<file path="config.mk">
export PLATFORM = sky130hd
export DESIGN_NAME = sbox_top
export DESIGN_NICKNAME = d
export VERILOG_FILES = /design/src/rtl/sbox_pkg.sv /design/src/rtl/sbox_cfg_chain.sv /design/src/rtl/sbox_tile.sv /design/src/rtl/sbox_side_merge.sv /design/src/rtl/sbox_top.sv
export SDC_FILE = /design/constraint.sdc
export NUM_CORES = 1
export LEC_CHECK = 0
export BUFFER_PORTS_ARGS = -buffer_cell sky130_fd_sc_hd__buf_2
export CORE_ASPECT_RATIO = 0.5
export CORE_MARGIN = 2
export CORE_UTILIZATION = 55
export CTS_CLUSTER_DIAMETER = 40
export DETAILED_ROUTE_END_ITERATION = 6
export PLACE_DENSITY = 0.84
export RECOVER_POWER = 100
export SYNTH_ARGS = -nofsm -noshare
export SYNTH_HDL_FRONTEND = slang
export SYNTH_SLANG_ARGS = --single-unit
export TNS_END_PERCENT = 50
</file>
<file path="constraint.sdc">
create_clock -name clk -period 2.3 [get_ports clk]
set_input_delay 0.23 -clock clk [delete_from_list [all_inputs] [get_ports clk]]
set_output_delay 0.23 -clock clk [all_outputs]
set_load 0.02 [all_outputs]
</file>
<file path="src/rtl/sbox_pkg.sv">
package sbox_pkg;

    typedef enum logic [1:0] {
        S_WAIT_P1 = 2'd0,
        S_WAIT_P2 = 2'd1,
        S_FROZEN  = 2'd2
    } ld_state_t;

    localparam int PAIRS   = 6;
    localparam int P_LR    = 0;
    localparam int P_LT    = 1;
    localparam int P_LB    = 2;
    localparam int P_RT    = 3;
    localparam int P_RB    = 4;
    localparam int P_TB    = 5;
    localparam int FLD_W   = 4;
    localparam int MAX_TRK = 16;
    localparam int MAP_W   = FLD_W * MAX_TRK;

    // Side wire that feeds internal track t; out-of-range field falls back to t mod w.
    function automatic int src_of(input logic [MAP_W-1:0] map, input int t, input int w);
        int e;
        e = int'(map[t*FLD_W +: FLD_W]);
        if (e >= w) return t % w;
        return e;
    endfunction

endpackage

</file>
<file path="src/rtl/sbox_cfg_chain.sv">
module sbox_cfg_chain #(
    parameter int NB = 30
) (
    input  logic          clk,
    input  logic          rst_n,
    input  logic          phi1,
    input  logic          phi2,
    input  logic          sin,
    input  logic          done,
    output logic [NB-1:0] cfg,
    output logic          sout,
    output logic          frozen
);
    import sbox_pkg::*;

    ld_state_t     state, nxt;
    logic [NB-1:0] master, slave;
    logic          capture, commit;

    assign capture = (state == S_WAIT_P1) && !done && phi1 && !phi2;
    assign commit  = (state == S_WAIT_P2) && !done && phi2 && !phi1;

    always_comb begin
        nxt = state;
        unique case (state)
            S_WAIT_P1: begin
                if (done)                nxt = S_FROZEN;
                else if (phi1 && !phi2)  nxt = S_WAIT_P2;
            end
            S_WAIT_P2: begin
                if (done)                nxt = S_FROZEN;
                else if (phi2 && !phi1)  nxt = S_WAIT_P1;
            end
            S_FROZEN:                    nxt = S_FROZEN;
            default:                     nxt = S_WAIT_P1;
        endcase
    end

    always_ff @(posedge clk) begin
        if (!rst_n) state <= S_WAIT_P1;
        else        state <= nxt;
    end

    always_ff @(posedge clk) begin
        if (!rst_n) begin
            master <= '0;
            slave  <= '0;
        end else begin
            if (capture) master <= {sin, slave[NB-1:1]};
            if (commit)  slave  <= master;
        end
    end

    assign cfg    = slave;
    assign sout   = slave[0];
    assign frozen = (state == S_FROZEN);

    // freeze is sticky until reset
    a_r7_frozen_sticky: assert property (@(posedge clk) disable iff (!rst_n)
        state == S_FROZEN |=> state == S_FROZEN);

    // stored configuration does not move once frozen
    a_r7_frozen_hold: assert property (@(posedge clk) disable iff (!rst_n)
        state == S_FROZEN |=> $stable(slave));

    // overlapping strobes leave both stages untouched
    a_r3_overlap_ignored: assert property (@(posedge clk) disable iff (!rst_n)
        (phi1 && phi2) |=> ($stable(master) && $stable(slave)));

    // freeze request wins over any strobe in the same cycle
    a_r8_done_wins: assert property (@(posedge clk) disable iff (!rst_n)
        done |=> ($stable(master) && $stable(slave)));

    // a commit copies the captured master into the slave
    a_r2_commit_copy: assert property (@(posedge clk) disable iff (!rst_n)
        (state == S_WAIT_P2 && phi2 && !phi1 && !done) |=> slave == $past(master));

endmodule

</file>
<file path="src/rtl/sbox_tile.sv">
module sbox_tile (
    input  logic                        a_l,
    input  logic                        a_r,
    input  logic                        a_t,
    input  logic                        a_b,
    input  logic [sbox_pkg::PAIRS-1:0]  sw,
    output logic                        y_l,
    output logic                        y_r,
    output logic                        y_t,
    output logic                        y_b
);
    import sbox_pkg::*;

    always_comb begin
        y_l = (sw[P_LR] & a_r) | (sw[P_LT] & a_t) | (sw[P_LB] & a_b);
        y_r = (sw[P_LR] & a_l) | (sw[P_RT] & a_t) | (sw[P_RB] & a_b);
        y_t = (sw[P_LT] & a_l) | (sw[P_RT] & a_r) | (sw[P_TB] & a_b);
        y_b = (sw[P_LB] & a_l) | (sw[P_RB] & a_r) | (sw[P_TB] & a_t);
    end

endmodule

</file>
<file path="src/rtl/sbox_side_merge.sv">
module sbox_side_merge #(
    parameter int                          W   = 3,
    parameter int                          NT  = 5,
    parameter logic [sbox_pkg::MAP_W-1:0]  MAP = '1
) (
    input  logic          en,
    input  logic [NT-1:0] trk,
    output logic [W-1:0]  wire_out
);
    for (genvar j = 0; j < W; j++) begin : g_wire
        logic acc;
        always_comb begin
            acc = 1'b0;
            for (int t = 0; t < NT; t++) begin
                if (sbox_pkg::src_of(MAP, t, W) == j) acc = acc | trk[t];
            end
        end
        assign wire_out[j] = en & acc;
    end

endmodule

</file>
<file path="src/rtl/sbox_top.sv">
module sbox_top #(
    parameter int                          W_L   = 3,
    parameter int                          W_R   = 5,
    parameter int                          W_T   = 2,
    parameter int                          W_B   = 4,
    parameter logic [sbox_pkg::MAP_W-1:0]  L_MAP = '1,
    parameter logic [sbox_pkg::MAP_W-1:0]  R_MAP = '1,
    parameter logic [sbox_pkg::MAP_W-1:0]  T_MAP = '1,
    parameter logic [sbox_pkg::MAP_W-1:0]  B_MAP = '1
) (
    input  logic           clk,
    input  logic           rst_n,
    input  logic           cfg_phi1,
    input  logic           cfg_phi2,
    input  logic           cfg_sin,
    input  logic           cfg_done,
    output logic           cfg_sout,
    input  logic [W_L-1:0] l_in,
    output logic [W_L-1:0] l_out,
    input  logic [W_R-1:0] r_in,
    output logic [W_R-1:0] r_out,
    input  logic [W_T-1:0] t_in,
    output logic [W_T-1:0] t_out,
    input  logic [W_B-1:0] b_in,
    output logic [W_B-1:0] b_out
);
    import sbox_pkg::*;

    localparam int MAX_LR = (W_L > W_R) ? W_L : W_R;
    localparam int MAX_TB = (W_T > W_B) ? W_T : W_B;
    localparam int NT     = (MAX_LR > MAX_TB) ? MAX_LR : MAX_TB;
    localparam int NB     = NT * PAIRS;

    logic [NB-1:0] cfg_bits;
    logic          frozen;
    logic [NT-1:0] al, ar, at, ab;
    logic [NT-1:0] yl, yr, yt, yb;

    sbox_cfg_chain #(.NB(NB)) u_chain (
        .clk    (clk),
        .rst_n  (rst_n),
        .phi1   (cfg_phi1),
        .phi2   (cfg_phi2),
        .sin    (cfg_sin),
        .done   (cfg_done),
        .cfg    (cfg_bits),
        .sout   (cfg_sout),
        .frozen (frozen)
    );

    for (genvar t = 0; t < NT; t++) begin : g_trk
        localparam int SL = src_of(L_MAP, t, W_L);
        localparam int SR = src_of(R_MAP, t, W_R);
        localparam int ST = src_of(T_MAP, t, W_T);
        localparam int SB = src_of(B_MAP, t, W_B);

        assign al[t] = l_in[SL];
        assign ar[t] = r_in[SR];
        assign at[t] = t_in[ST];
        assign ab[t] = b_in[SB];

        sbox_tile u_tile (
            .a_l (al[t]),
            .a_r (ar[t]),
            .a_t (at[t]),
            .a_b (ab[t]),
            .sw  (cfg_bits[t*PAIRS +: PAIRS]),
            .y_l (yl[t]),
            .y_r (yr[t]),
            .y_t (yt[t]),
            .y_b (yb[t])
        );
    end

    sbox_side_merge #(.W(W_L), .NT(NT), .MAP(L_MAP)) u_mrg_l (.en(frozen), .trk(yl), .wire_out(l_out));
    sbox_side_merge #(.W(W_R), .NT(NT), .MAP(R_MAP)) u_mrg_r (.en(frozen), .trk(yr), .wire_out(r_out));
    sbox_side_merge #(.W(W_T), .NT(NT), .MAP(T_MAP)) u_mrg_t (.en(frozen), .trk(yt), .wire_out(t_out));
    sbox_side_merge #(.W(W_B), .NT(NT), .MAP(B_MAP)) u_mrg_b (.en(frozen), .trk(yb), .wire_out(b_out));

    // nothing leaves the switchbox before the loader is frozen
    a_r9_gated_until_frozen: assert property (@(posedge clk) disable iff (!rst_n)
        !frozen |-> (l_out == '0 && r_out == '0 && t_out == '0 && b_out == '0));

    // an empty configuration drives nothing
    a_r5_cleared_quiet: assert property (@(posedge clk) disable iff (!rst_n)
        (cfg_bits == '0) |-> (l_out == '0 && r_out == '0 && t_out == '0 && b_out == '0));

endmodule

</file>
# Word level (Yosys, flattened, before mapping)
# Cells that the tools add are included.
[op_classes] n_reduce_logical=13 mux=5 eq_ne=4 bitwise=120
[ops] op="1-bit bitwise AND" n=74
[ops] op="1-bit bitwise OR" n=46
[ops] op="1-bit logical AND" n=8
[ops] op="2-bit 2-to-1 mux" n=4
[ops] op="3-bit inequality test, second input constant" n=2
[ops] op="2-bit one-hot mux with 3 select lines" n=1
[ops] op="1-bit logical NOT" n=3
[ops] op="2-bit by 1-bit == test with 1-bit output, second input constant" n=1
[ops] op="2-bit == test, second input constant" n=1
[ops] op="2-bit logical NOT" n=1
[ops] op="2-bit AND reduction" n=1
[totals] ff_bits=62 inputBits=20 wordCells=145

# Logic depth before layout (Yosys ltp)
# Gate-level depths: netlist of the first run.
[depth] depth_word=6 depth_mapped=5 mapped_depth_nobuf=3

# By module
# Synthesis of the first run repeated with hierarchy kept, for this count alone.
[hier_totals] cells_unflattened=262 area_unflattened_um2=2637.5
[by_module_without_submodules] module="sbox_cfg_chain" n_inst=1 cells_per_inst=208 area_each_um2=2267.2 seq_area_each_um2=1241.2
[by_module_without_submodules] module="sbox_tile" n_inst=5 cells_per_inst=8 area_each_um2=55.1 seq_area_each_um2=0.0
[by_module_without_submodules] module="sbox_side_merge (u_mrg_r)" n_inst=1 cells_per_inst=5 area_each_um2=31.3 seq_area_each_um2=0.0
[by_module_without_submodules] module="sbox_side_merge (u_mrg_b)" n_inst=1 cells_per_inst=4 area_each_um2=26.3 seq_area_each_um2=0.0
[by_module_without_submodules] module="sbox_side_merge (u_mrg_l)" n_inst=1 cells_per_inst=3 area_each_um2=21.3 seq_area_each_um2=0.0
[by_module_without_submodules] module="sbox_side_merge (u_mrg_t)" n_inst=1 cells_per_inst=2 area_each_um2=16.3 seq_area_each_um2=0.0

# Least setup slack after synthesis of the first run
# Ideal clock, no wire load.
[synth_timing] path_type="register -> output" from="reg u_chain.state[1]" to="out b_out[0]" path_buffers=1 stages_incl_launch_ff=4 arrival_ps=1184 slack_ps=886 cell_sequence="dfxtp_1 -> nand2b_1 -> clkbuf_1 -> a31oi_1"
[synth_via] elab_chain_len=2
[synth_lines] element="start: declaration" line_no="sbox_cfg_chain.sv:16" source="ld_state_t state, nxt;"
[synth_lines] element="start signal: assignment" line_no="sbox_cfg_chain.sv:41" source="else state <= nxt;"
[synth_lines] element="2-bit == test" line_no="sbox_cfg_chain.sv:56" source="assign frozen = (state == S_FROZEN);"
[synth_lines] element="1-bit bitwise AND" line_no="sbox_side_merge.sv:18" source="assign wire_out[j] = en & acc;"
[synth_lines] element="end: declaration" line_no="sbox_top.sv:25" source="output logic [W_B-1:0] b_out"
# No other way between the ends.

# Final worst setup path of the first run
[layout_timing] from="reg u_chain.state[1]" to="out t_out[1]"
[layout_via] elab_chain_len=2
[layout_lines] element="2-bit == test" line_no="sbox_cfg_chain.sv:56"
[layout_lines] element="1-bit bitwise AND" line_no="sbox_side_merge.sv:18"
[layout_lines] element="end: declaration" line_no="sbox_top.sv:23" source="output logic [W_T-1:0] t_out,"
# No other way between the ends.

==> results of run 1 <==
worst reg2reg max path: stages, from the launching register on:
cell and delay, ns:
dfxtp_1 0.45, nor4b_4 0.23, clkbuf_2 0.75, a21boi_0 0.26, o21a_1 0.22
area by class of cell:
type	count	area, µm²
Timing Repair Buffer	38	178.9
Inverter	1	3.754
Clock inverter	5	50.05
Sequential cell	62	1241
Clock buffer	10	137.6
Tap cell	70	87.58
Fill cell	433	1809
Multi-Input combinational cell	228	1536
final timing paths:
| check | start | end |
|---|---|---|
| setup reg to reg | u_chain.state[0] | u_chain.cfg[16] |
| hold / removal | cfg_sin | u_chain.master[29] |
| setup / recovery | u_chain.state[1] | t_out[1] |
| hold reg to reg | u_chain.master[19] | u_chain.master[19] |
per-layer routing:
metal,routed length (µm),part of all wire
met1,3253,0.46
met5,0,0
met3,421,0.059
met4,149,0.021
met2,3319,0.46
kinds of logic after synthesis:
group / count (synthesis)
AOI/OAI and AO/OA: 151
and+or+nand+nor: 76
DFF: 62
buffers and inverters: 35
adders and majority gates: 1
where the power goes:
part / switching, mW / internal (mW)
combinational: 0.0908 / 0.0330
clock: 0.404 / 0.516
sequential: 0.00478 / 1.08
total: 0.500 / 1.62
metrics by stage:
stage / area (µm²) / util / worst slack [ns]
2_1_floorplan: 2939 / - / 0.8865
3_3_place_gp: 3073 / 0.6091 / 0.7384
3_5_place_dp: 3073 / 0.6091 / 0.6517
4_1_cts: 3261 / 0.6463 / 0.3559
5_1_grt: 3236 / 0.6414 / 0.1251
6_report: 3236 / 0.6414 / 0.2519
registers in the layout (all words and copies together) (netlist names):
name / cells
u_chain.master: 30
u_chain.state: 2
u_chain.cfg: 30
layout by cell type, fill, tap and decap left out:
| master | Yosys | routed |
|---|---|---|
| dfxtp_1 | 62 | 62 |
| o21ai_0 | 2 | 31 |
| and3_1 | 31 | 31 |
| a21boi_0 | 31 | 31 |
| nand3_1 | 30 | 30 |
| a21boi_1 | 30 | 30 |
| o21a_1 | 30 | 30 |
| buf_2 | 4 | 19 |
| clkbuf_1 | 15 | 15 |
| a22oi_1 | 11 | 11 |
| a222oi_1 | 10 | 10 |
| nor2_1 | 10 | 10 |
| clkbuf_8 | 0 | 10 |
| a31oi_1 | 5 | 5 |
| clkinv_2 | 0 | 4 |
| buf_4 | 0 | 3 |
| nand2b_1 | 2 | 2 |
| nor4b_4 | 1 | 2 |
| a22o_1 | 1 | 1 |
| a221oi_1 | 1 | 1 |
| inv_1 | 1 | 1 |
| or4b_1 | 0 | 1 |
| o21ai_1 | 30 | 1 |
| maj3_1 | 1 | 1 |
| bufinv_16 | 0 | 1 |
| clkbuf_2 | 6 | 1 |
==> results.toml, run 1 <==
[global_route]
met3_usage = 0.07611
grtUsageTotal = 0.2510
global_route.peak_usage_layer = "met2"
grt_pass1_wl_mm = 11.86
antenna_found_initial = 0
grt_max_degree = 91
met2_usage = 0.3734
grt_pass1_vias = 2396
grt_util_met1 = 0.3392
global_route.overflow_total = 0

[routing]
drt-total-wl_mm = 7.143
avgViaCountPerCell = 6.307
dr.pass1.iters = 6
drtIter0Drc = 336
ant_nets = 0
vias = 2611
drc_errors = 0
wl_per_cell_um = 17.25

[flow_run]
maxCapViolations = 0

[placed_design]
port_buffers = 34
dpl.cell_count = 399
gp_congestion = 0.9524
dp_hpwl_mm = 4.540

[sta]
fmax_mhz = 488.3
relSlewSlack = 0.3667
fin_crit_sh = 0.8905
whs_ns = 0.1501
drv_slew = 0
tns_ns = 0
setup_viol = 0
clock-skew-final_ns = 0.007431
hold_viol = 0
rsz0062_at_grt = "no"
min_period_ns = 2.048
worst_slew_pin_slew_ns = 0.9500

[outcome]
status = "complete, no violations"

[die]
start_util = 0.5826
die_area_mm2 = 0.005980
rows = 18
io_pins = 35
dieHeight_um = 55.69
die_x_um = 107.4
core_mm2 = 0.005045

[synthesis]
yosys_warnings = 0
synth_fp_nets = 345
synthFlopType = "dfxtp_1"
synth_fa_ha_area_frac = 0.003406
synth_edf_count = 0
yosysUniqueCellTypes = 25
synth_area_mm2 = 0.002939
synth.avg_cell_area_um2 = 9.043
syn_inst = 325
yosys.area_share.simple = 0.1520
synth_common_cells = "62 x dfxtp_1, 31 x a21boi_0, 31 x and3_1"
synth_area_leaders = "dfxtp_1 42%, a21boi_0 7.9%, a21boi_1 7.7%"
synth_top_family_by_area = "compound AO/OA/AOI/OAI gates"
synthXorXnorAreaFrac = 0
yosysMostFrequentCell = "dfxtp_1"
postSynth.asyncResetShare = 0
yosys.area.top_type = "dfxtp_1"
synth_top_area_frac = 0.4223
post_synth_mux_area_share = 0
synth_compound_gate_area_share = 0.3657
ys_seq_elements = 62
yosysSeqAreaShare = 0.4223

[cts]
ctsLongestPathBuffers = 2
cts_num_sinks = 62
root_buffer = "clkbuf_8"
cts_tree = "done"
cts_buffers = 9
cts_resized = 0
post_cts_buffers = 0
clock_latency_ns = 0.34
cts_hold_buffers = 0
h-tree-depth = 3
clk_pin_slew_ns = 0.06

[setup_path]
critPathCaptureType = "primary output"
critPathBufInv = 1
start_kind = "flip-flop"
critPathTopFamily = "flip-flops"
slowest_delay_ns = 0.49
crit_type = "flip-flop to primary output"
slowest_stage = "dfxtp_1"
timing.critical_path.depth = 3
arrival_ns = 1.82
path_cells = "nand2b_1, a31oi_1, clkbuf_1"
cp_max_fo = 15
crit_required_ns = 2.07
r2r.worst_path.cells = 4
ff2ff_setup_slack_ns = 0.28

[cells_and_area]
drive_above_1_share = 0.1163
area_delta_synth_final_pct = 10.09
layout.cells.non_filler = 414
layout.nets = 360
antenna-diode-count = 0

[power]
p_per_area_mw_per_mm2 = 656.6
vdd_drop_max_mv = 0.3270
p_leak_nw = 1.195
fin_total_pwr_mw = 2.125

[min_path]
holdPathStages = 3
hp-class = "primary input to flip-flop"
Note: power is estimated with default switching activity, not from simulation.
==> run 2, diff against run 1 <==
--- a/config.mk
+++ b/config.mk
@@ -5,11 +5,12 @@
 export SDC_FILE = /design/constraint.sdc
 export NUM_CORES = 1
 export LEC_CHECK = 0
-export BUFFER_PORTS_ARGS = -buffer_cell sky130_fd_sc_hd__buf_2
+export ABC_AREA = 1
+export BUFFER_PORTS_ARGS = -buffer_cell sky130_fd_sc_hd__buf_4
 export CORE_ASPECT_RATIO = 0.5
 export CORE_MARGIN = 2
 export CORE_UTILIZATION = 55
-export CTS_CLUSTER_DIAMETER = 40
+export CTS_CLUSTER_DIAMETER = 150
 export DETAILED_ROUTE_END_ITERATION = 6
 export PLACE_DENSITY = 0.84
 export RECOVER_POWER = 100
==> run 2 against run 1 <==
  * Hold slack better by 0.072 ns
  * Flip-flop and latch count unchanged
  * Sequential share of layout area decreased by 4.6 points
  * Final area up 14%
  * Critical path type unchanged
  * Critical endpoint is now r_out[2]
  * Clock-buffer cell count is the same
  * Sequential power up 4%
  * Register-to-register slack gained 0.11 ns
==> results.toml, run 2 <==
[die]
die_area_mm2 = 0.006466
io_pins = 35
start_util = 0.5762
core_mm2 = 0.005539
dieHeight_um = 57.87
die_x_um = 111.7
rows = 19

[synthesis]
synthFlopType = "dfxtp_1"
synth_area_leaders = "dfxtp_1 39%, nand2_1 15%, nor2_1 15%"
synth.avg_cell_area_um2 = 6.162
postSynth.asyncResetShare = 0
synth_edf_count = 0
synth_common_cells = "131 x nand2_1, 128 x nor2_1, 75 x inv_1, 62 x dfxtp_1, 60 x nand4_1"
synth_fp_nets = 538
synth_area_mm2 = 0.003192
yosys.area.top_type = "dfxtp_1"
yosysMostFrequentCell = "nand2_1"
yosysSeqAreaShare = 0.3889
yosysUniqueCellTypes = 16
yosys_warnings = 0
syn_inst = 518
synth_top_area_frac = 0.3889
ys_seq_elements = 62

[sta]
worst_slew_pin_slew_ns = 1.020
tns_ns = 0
rsz0062_at_grt = "no"
clock-skew-final_ns = 0.005455
drv_slew = 0
fmax_mhz = 481.5
hold_viol = 0
relSlewSlack = 0.3195
min_period_ns = 2.077
fin_crit_sh = 0.9030
setup_viol = 0

[placed_design]
gp_congestion = 0.8508
dp_hpwl_mm = 5.002
port_buffers = 34

[outcome]
status = "complete, no violations"

[setup_path]
slowest_stage = "inv_1"
slowest_delay_ns = 0.31
cp_max_fo = 13
arrival_ns = 1.85
path_cells = "inv_1, nand2_1, inv_2, nand2_1, inv_1, clkbuf_1"
crit_type = "flip-flop to primary output"
critPathBufInv = 4
critPathCaptureType = "primary output"
critPathTopFamily = "buffers and inverters"
crit_required_ns = 2.07
start_kind = "flip-flop"

[global_route]
grt_pass1_wl_mm = 13.49
grt_pass1_vias = 2776
grtUsageTotal = 0.2659
global_route.overflow_total = 0
antenna_found_initial = 0
grt_max_degree = 62

[routing]
drt-total-wl_mm = 8.161
avgViaCountPerCell = 5.290
ant_nets = 0
vias = 3248
dr.pass1.iters = 5
drc_errors = 0
drtIter0Drc = 268
wl_per_cell_um = 13.29

[power]
vdd_drop_max_mv = 0.4359
p_leak_nw = 1.569
p_per_area_mw_per_mm2 = 737.0
fin_total_pwr_mw = 2.707

[cts]
post_cts_buffers = 0
h-tree-depth = 3
root_buffer = "clkbuf_16"
clock_latency_ns = 0.34
clk_pin_slew_ns = 0.05
cts_resized = 0
ctsLongestPathBuffers = 2
cts_hold_buffers = 0
cts_buffers = 9
cts_num_sinks = 62
cts_tree = "done"

[cells_and_area]
antenna-diode-count = 0
drive_above_1_share = 0.08872
mostFrequentLayoutCells = "131 x nand2_1, 128 x nor2_1, 76 x inv_1"
final_common_cell = "nand2_1"
area_delta_synth_final_pct = 15.09
layout.nets = 556

[flow_run]
maxCapViolations = 0

[min_path]
hp-class = "primary input to flip-flop"
## run 2: final timing paths
check	startpoint	to	slack (ns)	cells after the start
setup / recovery	u_chain.state[0]	r_out[2]	0.22	6
hold / removal	cfg_phi2	u_chain.state[0]	0.22	4
setup reg to reg	u_chain.state[1]	u_chain.master[19]	0.39	5
hold reg to reg	u_chain.master[16]	u_chain.master[16]	0.47	2
## run 2: report_power, final
group          switching (mW)  total [mW]  internal, mW
combinational           0.162       0.236        0.0749
sequential             0.0179        1.12          1.11
clock                   0.485        1.35         0.862
total                   0.665        2.71          2.04
## run 2: layout make-up
type / instances / area (µm²)
clock buffers: 10 / 239.0
fillers: 512 / 1866
repair buffers: 40 / 252.7
inverters: 77 / 289.0
well taps: 73 / 91.34
clock inverters: 6 / 61.31
flip-flops and latches: 62 / 1241
multi-input cells: 346 / 1499
## run 2: per-layer routing
layer  routed length (µm)  vias to the layer above  track usage
met4                  157                        0      0.09171
met3                  828                       17      0.08682
met2                 3545                      124       0.4147
met1                 3630                     1471       0.3536
li1                     -                     1636            -
met5                    0                        -            0
## run 2: through the flow
step                        util  instances  worst slack, ns  area [µm²]  hold WS, ns
after floorplan                -        518            1.054        3192       0.3743
after global placement    0.6176        598           0.7113        3421       0.4504
after detailed placement  0.6176        598           0.7034        3421       0.4579
after CTS                 0.6718        614           0.3386        3721       0.2144
after global routing      0.6632        614          0.09725        3674       0.2164
final                     0.6632        614           0.2232        3674       0.2224
## run 2: logic make-up (layout without fill, tap and decap cells)
family	count (synthesis)	in the layout	synth area share
simple gates	339	339	0.4563
flops	62	62	0.3889
buf+inv	110	133	0.1415
compound gates	7	7	0.01333
## run 2: worst reg2reg max path: stages (launching register included)
cell     delay [ns]
dfxtp_1        0.36
nor2_4         0.33
nand3_1        0.15
inv_1          0.77
nor2_1         0.10
nor2_1         0.13
==> run 3, diff against run 2 <==
--- a/config.mk
+++ b/config.mk
@@ -7,12 +7,12 @@
 export LEC_CHECK = 0
 export ABC_AREA = 1
 export BUFFER_PORTS_ARGS = -buffer_cell sky130_fd_sc_hd__buf_4
+export CAP_MARGIN = 20
 export CORE_ASPECT_RATIO = 0.5
 export CORE_MARGIN = 2
-export CORE_UTILIZATION = 55
-export CTS_CLUSTER_DIAMETER = 150
+export CORE_UTILIZATION = 50
 export DETAILED_ROUTE_END_ITERATION = 6
-export PLACE_DENSITY = 0.84
+export PLACE_DENSITY = 0.78
 export RECOVER_POWER = 100
 export SYNTH_ARGS = -nofsm -noshare
 export SYNTH_HDL_FRONTEND = slang
==> run 3 against run 2 <==
  * Critical path depth did not move
  * Total power grew 3.3%
  * Hold slack got worse by 0.021 ns
  * Clock power up 7%
  * Setup slack improved by 0.036 ns
  * Critical path type unchanged
==> results.toml, run 3 (synthesized netlist as in run 2, its figures left out) <==
[sta]
setup_viol = 0
fin_crit_sh = 0.8871
min_period_ns = 2.040
drv_slew = 0
fmax_mhz = 490.1
setup_ws_ns = 0.2597
clock-skew-final_ns = 0.007901
hold_viol = 0
tns_ns = 0
rsz0062_at_grt = "no"
worst_slew_pin_slew_ns = 0.9774
relSlewSlack = 0.3477

[die]
dieHeight_um = 60.50
io_pins = 35
die_area_mm2 = 0.007077
die_x_um = 117.0
start_util = 0.5227
rows = 20
core_mm2 = 0.006106

[cells_and_area]
area_delta_synth_final_pct = 16.39
drive_above_1_share = 0.07934
mostFrequentLayoutCells = "131 x nand2_1, 129 x nor2_1, 76 x inv_1"
layout.nets = 557
multi_input_area_mm2 = 0.001496
utilization = 0.6084
regArea_mm2 = 0.001241
final_common_cell = "nand2_1"
antenna-diode-count = 0
n_fill_cell = 610

[cts]
post_cts_buffers = 0
ctsLongestPathBuffers = 2
cts_num_sinks = 62
cts_resized = 0
clk_pin_slew_ns = 0.06
cts_buffers = 9
root_buffer = "clkbuf_16"
h-tree-depth = 3
clock_latency_ns = 0.33
cts_tree = "done"
cts_hold_buffers = 0

[power]
vdd_drop_max_mv = 0.4222
p_per_area_mw_per_mm2 = 753.1
p_leak_nw = 1.574

[routing]
drt-total-wl_mm = 8.042
ant_nets = 0
dr.pass1.iters = 7
wl_per_cell_um = 12.77
drc_errors = 0
vias = 3172
drtIter0Drc = 280
avgViaCountPerCell = 5.035

[min_path]
min_from = "cfg_done"
hp-class = "primary input to flip-flop"

[setup_path]
critPathLaunch = "u_chain.state[0]"
start_kind = "flip-flop"
crit_required_ns = 2.07
reg2reg_from = "u_chain.state[0]"
arrival_ns = 1.81
slowest_stage = "dfxtp_1"
critPathCaptureType = "primary output"
slowest_delay_ns = 0.31
path_cells = "inv_1, nand2_1, inv_2, nand2_1, inv_1, clkbuf_1"
crit_type = "flip-flop to primary output"
cp_max_fo = 9

[outcome]
status = "complete, no violations"

[global_route]
global_route.overflow_total = 0
grt_max_degree = 62
grtUsageTotal = 0.2441
grt_pass1_vias = 2766
antenna_found_initial = 0
grt_pass1_wl_mm = 13.29

[placed_design]
port_buffers = 34
dp_hpwl_mm = 5.060
pre_cts_slack_ns = 0.6817
gp_congestion = 0.8464

[flow_run]
maxCapViolations = 0
run 3: metrics by stage:
step | power, mW | cells | instance area [µm²] | hold WS, ns
after floorplan | 1.304 | 518 | 3192 | 0.3743
after global placement | 1.378 | 614 | 3460 | 0.4490
after detailed placement | 1.380 | 614 | 3460 | 0.4573
after CTS | 2.815 | 630 | 3776 | 0.1960
after global routing | 2.899 | 630 | 3715 | 0.2085
final | 2.797 | 630 | 3715 | 0.2015
run 3: worst paths after layout:
kind | to | slack (ns) | cells past startpoint
setup / recovery | r_out[2] | 0.26 | 6
hold / removal | u_chain.state[1] | 0.20 | 3
setup reg to reg | u_chain.cfg[20] | 0.40 | 6
hold reg to reg | u_chain.master[25] | 0.47 | 2
run 3: worst max-delay path, delay by kind of cell, from the launching register on:
kind / cells / cell delay, ns
DFF: 1 / 0.31
buffers and inverters: 4 / 0.80
and+or+nand+nor: 2 / 0.36
run 3: layout make-up:
class | count | area share
Clock inverter | 4 | 0.01886
Sequential cell | 62 | 0.3341
Multi-Input combinational cell | 346 | 0.4028
Clock buffer | 12 | 0.06635
Timing Repair Buffer | 41 | 0.07039
Tap cell | 88 | 0.02964
Inverter | 77 | 0.07780
run 3: power by group:
group | total (mW) | switching (mW) | internal [mW] | leakage (nW)
clock | 1.44 | 0.462 | 0.974 | 0.157
sequential | 1.12 | 0.0172 | 1.11 | 0.503
combinational | 0.238 | 0.161 | 0.0766 | 0.915
run 3: per-layer routing:
metal	track usage	share of wire	vias to the layer above
met2	0.3782	0.44	106
met3	0.06693	0.082	8
met4	0.06723	0.0092	0
li1	-	-	1638
met5	0	0	-
met1	0.3401	0.47	1420
